<file path="src/rtl/bpt_pkg.sv">
package bpt_pkg;

  // Two-bit signed counter values
  localparam logic [1:0] CNT_INIT = 2'b00;  // 0, weakly taken
  localparam logic [1:0] CNT_TOP  = 2'b01;  // +1
  localparam logic [1:0] CNT_BOT  = 2'b10;  // -2

  // Strobes from control to the entry store
  typedef struct packed {
    logic touchLk;   // lookup hit refreshes its entry
    logic touchUpd;  // update refreshes the written entry
    logic bumpCnt;   // step the counter of a present entry
    logic allocNew;  // claim the victim entry for a new address
    logic dirTaken;  // resolved outcome
  } bptCmd_t;

endpackage

</file>
<file path="src/rtl/bpt_ctrl.sv">
module bpt_ctrl
  import bpt_pkg::*;
(
  input  logic    lkValid,
  input  logic    lkFound,
  input  logic    lkSign,
  input  logic    updValid,
  input  logic    updFound,
  input  logic    updTaken,
  output bptCmd_t cmd,
  output logic    lkHit,
  output logic    lkTaken
);

  always_comb begin
    lkHit        = lkValid & lkFound;
    lkTaken      = lkHit & ~lkSign;
    cmd.touchLk  = lkHit;
    cmd.touchUpd = updValid;
    cmd.bumpCnt  = updValid & updFound;
    cmd.allocNew = updValid & ~updFound;
    cmd.dirTaken = updTaken;
  end

endmodule

</file>
<file path="src/rtl/bpt_store.sv">
module bpt_store
  import bpt_pkg::*;
#(
  parameter int ENTRIES = 8,
  parameter int ADDR_W  = 32,
  parameter int IDX_W   = 3
) (
  input  logic              clk,
  input  logic              rst,
  input  logic [ADDR_W-1:0] lkAddr,
  input  logic [ADDR_W-1:0] updAddr,
  input  bptCmd_t           cmd,
  output logic              lkFound,
  output logic              lkSign,
  output logic              updFound
);

  localparam logic [IDX_W-1:0] OLDEST = IDX_W'(ENTRIES - 1);

  logic [ADDR_W-1:0] tagQ   [ENTRIES];
  logic [1:0]        cntQ   [ENTRIES];
  logic [IDX_W-1:0]  ageQ   [ENTRIES];
  logic [IDX_W-1:0]  ageMid [ENTRIES];
  logic [IDX_W-1:0]  ageNext[ENTRIES];
  logic [ENTRIES-1:0] validQ;
  logic [ENTRIES-1:0] lkMatch;
  logic [ENTRIES-1:0] updMatch;
  logic [IDX_W-1:0]  lkIdx;
  logic [IDX_W-1:0]  updIdx;
  logic [IDX_W-1:0]  victimIdx;
  logic [IDX_W-1:0]  wrIdx;

  // Tag comparators, one pair per entry
  for (genvar g = 0; g < ENTRIES; g++) begin : gCmp
    assign lkMatch[g]  = validQ[g] && (tagQ[g] == lkAddr);
    assign updMatch[g] = validQ[g] && (tagQ[g] == updAddr);
  end

  // One-hot to index; tags are unique so at most one bit is set
  always_comb begin
    lkIdx  = '0;
    updIdx = '0;
    for (int i = 0; i < ENTRIES; i++) begin
      if (lkMatch[i])  lkIdx  = lkIdx  | IDX_W'(i);
      if (updMatch[i]) updIdx = updIdx | IDX_W'(i);
    end
  end

  assign lkFound  = |lkMatch;
  assign updFound = |updMatch;
  assign lkSign   = cntQ[lkIdx][1];

  // Recency after the lookup touch (age 0 = newest)
  always_comb begin
    for (int i = 0; i < ENTRIES; i++) begin
      ageMid[i] = ageQ[i];
      if (cmd.touchLk) begin
        if (IDX_W'(i) == lkIdx)         ageMid[i] = '0;
        else if (ageQ[i] < ageQ[lkIdx]) ageMid[i] = ageQ[i] + 1'b1;
      end
    end
  end

  // Victim is the oldest after the lookup touch; empty entries are
  // always older than used ones, so they are taken first
  always_comb begin
    victimIdx = '0;
    for (int i = 0; i < ENTRIES; i++) begin
      if (ageMid[i] == OLDEST) victimIdx = victimIdx | IDX_W'(i);
    end
  end

  assign wrIdx = cmd.bumpCnt ? updIdx : victimIdx;

  // Recency after the update touch
  always_comb begin
    for (int i = 0; i < ENTRIES; i++) begin
      ageNext[i] = ageMid[i];
      if (cmd.touchUpd) begin
        if (IDX_W'(i) == wrIdx)             ageNext[i] = '0;
        else if (ageMid[i] < ageMid[wrIdx]) ageNext[i] = ageMid[i] + 1'b1;
      end
    end
  end

  function automatic logic [1:0] satStep(input logic [1:0] cur, input logic up);
    if (up) return (cur == CNT_TOP) ? cur : cur + 2'b01;
    else    return (cur == CNT_BOT) ? cur : cur - 2'b01;
  endfunction

  always_ff @(posedge clk) begin
    if (rst) begin
      validQ <= '0;
      for (int i = 0; i < ENTRIES; i++) begin
        tagQ[i] <= '0;
        cntQ[i] <= CNT_INIT;
        ageQ[i] <= IDX_W'(i);
      end
    end else begin
      for (int i = 0; i < ENTRIES; i++) ageQ[i] <= ageNext[i];
      if (cmd.allocNew) begin
        tagQ[wrIdx]   <= updAddr;
        cntQ[wrIdx]   <= CNT_INIT;
        validQ[wrIdx] <= 1'b1;
      end
      if (cmd.bumpCnt) cntQ[wrIdx] <= satStep(cntQ[wrIdx], cmd.dirTaken);
    end
  end

endmodule

</file>
<file path="src/rtl/bp_dir_table.sv">
module bp_dir_table
  import bpt_pkg::*;
#(
  parameter int ENTRIES = 8,
  parameter int ADDR_W  = 32
) (
  input  logic              clk,
  input  logic              rst,
  input  logic              lkValid,
  input  logic [ADDR_W-1:0] lkAddr,
  output logic              lkHit,
  output logic              lkTaken,
  input  logic              updValid,
  input  logic [ADDR_W-1:0] updAddr,
  input  logic              updTaken
);

  localparam int IDX_W = (ENTRIES > 1) ? $clog2(ENTRIES) : 1;

  bptCmd_t cmd;
  logic    lkFound;
  logic    lkSign;
  logic    updFound;

  bpt_ctrl i_ctrl (
    .lkValid (lkValid),
    .lkFound (lkFound),
    .lkSign  (lkSign),
    .updValid(updValid),
    .updFound(updFound),
    .updTaken(updTaken),
    .cmd     (cmd),
    .lkHit   (lkHit),
    .lkTaken (lkTaken)
  );

  bpt_store #(
    .ENTRIES(ENTRIES),
    .ADDR_W (ADDR_W),
    .IDX_W  (IDX_W)
  ) i_store (
    .clk     (clk),
    .rst     (rst),
    .lkAddr  (lkAddr),
    .updAddr (updAddr),
    .cmd     (cmd),
    .lkFound (lkFound),
    .lkSign  (lkSign),
    .updFound(updFound)
  );

endmodule

</file>
<file path="config.mk">
export PLATFORM = sky130hd
export DESIGN_NAME = bp_dir_table
export DESIGN_NICKNAME = d
export VERILOG_FILES = /design/src/rtl/bpt_pkg.sv /design/src/rtl/bpt_ctrl.sv /design/src/rtl/bpt_store.sv /design/src/rtl/bp_dir_table.sv
export SDC_FILE = /design/constraint.sdc
export NUM_CORES = 2
export LEC_CHECK = 0
export ABC_AREA = 1
export BUFFER_PORTS_ARGS = -buffer_cell sky130_fd_sc_hd__buf_4
export CORE_ASPECT_RATIO = 0.8
export CORE_MARGIN = 2
export CORE_UTILIZATION = 55
export CTS_CLUSTER_SIZE = 12
export DETAILED_ROUTE_END_ITERATION = 10
export PLACE_DENSITY = 0.7
export SYNTH_ARGS = -nofsm -noshare
export SYNTH_HDL_FRONTEND = slang
export SYNTH_HIERARCHICAL = 1
export SYNTH_SLANG_ARGS = --single-unit
</file>
<file path="constraint.sdc">
create_clock -name clk -period 8.5 [get_ports clk]
set_input_delay 0.85 -clock clk [delete_from_list [all_inputs] [get_ports clk]]
set_output_delay 0.85 -clock clk [all_outputs]
set_load 0.03 [all_outputs]
</file>
==> reports/results.ini <==
[outcome]
run_status=complete, no violations

[cts]
h-tree-depth=2
worst_skew_pair.late_latency_ns=0.56
path_clk_slew_ns=0.07
ctsHoldBuffers=0
cts-buffers-inserted=35
post_cts_resized=0
max-clock-path-buffers=3
tritoncts=done
cts.sinks=304
clockRootBuffer=clkbuf_16
post_cts_buffers=0

[hold_path]
worstHoldStart=i_store/validQ[2]
min_to=i_store/validQ[2]
hold_depth=2
hold_class=register to register

[drt]
drt_wl_total_mm=115
ant_nets=0
vias=24500
drtPass1Iterations=10
dr.first_iter.drc_count=4937
drt-vias-per-instance=6.89
wl_per_cell_um=32.4
drc=0

[setup_path]
crit_required_ns=8.93
ff2ff_setup_slack_ns=0.75
reg2reg_to=i_store/ageQ[3][2]
slowest_stage=nor2_1
crit_type=input pin to register
cp_max_fo=14
startpoint=lkAddr[21]
slowest_delay_ns=0.64
endpoint_kind=register
crit_path_start_kind=input pin
crit_top_cell=nand2_1
r2r-start=i_store/tagQ[2][15]
reg2reg_depth=42
arrival_ns=8.56

[global_route]
grt_max_degree=35
antenna_found_initial=8
grt_usage=0.554
grt_pass1_vias=22100
grt_pass1_wl_mm=159
gr-total-overflow=0

[floorplanning]
design.die.area_um2=41100
boundaryPins=71
coreArea_um2=39200
start_util=0.554
die_h_um=182
rows=65
die_w_um=226

[timing]
hold_ws_ns=0.512
fin_crit_sh=0.956
rsz0062_at_grt=false
hold_viol_final=0
finalMaxSlewViolations=0
worst_slew_pin_slew_ns=1.20
max-slew-margin-rel=0.191
setup_viol=0
fmax_mhz=123
timing.final.ws_setup_ns=0.372
fin_worst_skew_ns=0.0268
fin_crit_ns=8.13
setup-tns-final_ns=0

[power_and_ir_drop]
comb_power_share=0.431
pwr-share-clk=0.231
p_leak_nw=10.5
p_per_area_nw_per_um2=274
internal-power_mw=3.59
p_switching_mw=2.91
pwr-share-seq=0.337
switching_share=0.448
irDropWorstVdd_v=0.000214

[layout]
drive_above_1_share=0.0914
syn_to_final_growth_pct=9.33
stdcell_area_um2=23700
final_nets=3095

[run]
cap_violations=0

[logic_synthesis]
yosys_warnings=6
syn-instance-count=2965
synthArstFlopShare=0
synth.avg_cell_area_um2=7.33
synth_nets=3074
synth_cell_types=61
synth_area_um2=21700
ys_seq_area_frac=0.406
synth-seq-cells=304
synth_edf_count=272
synthFlopType=edfxtp_1

[placement]
placed_area_um2=22600
io_buffers=70
dp_hpwl_mm=80.9
place_congestion=1.25
dp_worst_setup_slack_ns=0.679

==> cells in the final DEF (no fill, tap or decap), types with 13 or more instances in the layout <==
cell type / instances
nor2_1: 468
nand3_1: 137
nand4_1: 79
xor2_1: 54
ha_1: 40
o21ai_0: 112
nor3_1: 17
o2111ai_1: 15
nand2_1: 785
nor4_1: 41
or2_2: 20
nand2_2: 14
buf_4: 116
inv_2: 32
dfxtp_1: 32
a221oi_1: 19
o22ai_1: 97
a21oi_1: 31
xnor2_1: 72
nand3b_1: 22
clkinv_1: 13
clkbuf_16: 35
o21ai_1: 19
inv_1: 334
edfxtp_1: 272
==> per-layer routing <==
| metal | track usage | vias to the layer above | routed length, um | part of all wire |
|---|---|---|---|---|
| li1 | - | 9843 | - | - |
| met1 | 0.718 | 11300 | 39500 | 0.34 |
| met2 | 0.695 | 2651 | 41400 | 0.36 |
| met3 | 0.322 | 698 | 24700 | 0.21 |
| met4 | 0.334 | 13 | 9470 | 0.082 |
| met5 | 0.00717 | - | 131 | 0.0011 |
==> power by group through the flow <==
| stage | logic (mW) | clock network, mW | registers (mW) |
|---|---|---|---|
| floorplan | 1.78 | 0 | 2.09 |
| finish | 2.80 | 1.50 | 2.19 |
| global placement | 2.54 | 0 | 2.19 |
| CTS | 2.62 | 1.49 | 2.16 |
| global route | 2.98 | 1.54 | 2.20 |
| detailed placement | 2.60 | 0 | 2.19 |
==> worst max-delay path: cells and delay by family <==
family / cells / cell delay (ns)
AO/OA/AOI/OAI: 7 / 0.92
AND/OR/NAND/NOR: 23 / 4.13
adder cells (fa/ha/maj): 3 / 0.78
buffers and inverters: 8 / 1.84
==> cell usage after synthesis, types with 40 or more instances <==
library cell | n | area share
xnor2_1 | 72 | 0.029
nor2_1 | 468 | 0.081
nand2_1 | 785 | 0.14
o21ai_0 | 112 | 0.026
buf_2 | 47 | 0.011
xor2_1 | 54 | 0.022
ha_1 | 40 | 0.023
edfxtp_1 | 272 | 0.38
nor4_1 | 41 | 0.012
nand4_1 | 79 | 0.023
inv_1 | 334 | 0.058
clkbuf_1 | 57 | 0.0099
nand3_1 | 137 | 0.032
o22ai_1 | 97 | 0.028
==> through the flow <==
stage / std cells / util / power, mW
global placement: 3485 / 0.578 / 4.73
CTS: 3546 / 0.605 / 6.28
global route: 3546 / 0.605 / 6.72
detailed placement: 3485 / 0.578 / 4.79
finish: 3554 / 0.606 / 6.50
floorplan: 2965 / - / 3.87
==> area by class of cell <==
cell class              count  area (um^2)
diodes                      8         20.0
repair buffers            118          911
clock inverters            20          181
fillers                  3628        15500
flip-flops and latches    304         8810
clock buffers              41          898
well taps                 536          671
inverters                 374         1410
multi-input cells        2153        10800
==> cell families after synthesis <==
family,after synthesis,share of synthesized area
buffers and inverters,508,0.0949
adder cells (fa/ha/maj),40,0.0230
AO/OA/AOI/OAI,357,0.104
AND/OR/NAND/NOR,1630,0.322
flip-flops,304,0.406
XOR/XNOR,126,0.0508
==> registers in the layout (all words and copies together) (netlist names) <==
signal	cells
i_store/validQ	8
i_store/ageQ	24
i_store/tagQ	256
i_store/cntQ	16
==> worst max path at each step <==
stage                               to  cells past startpoint
detailed placement  i_store/ageQ[3][2]                     43
CTS                 i_store/ageQ[3][2]                     43
finish              i_store/ageQ[3][2]                     41
global placement    i_store/ageQ[3][2]                     43
floorplan           i_store/tagQ[5][0]                     33
global route        i_store/ageQ[3][2]                     41
(Power assumes the default switching activity.)
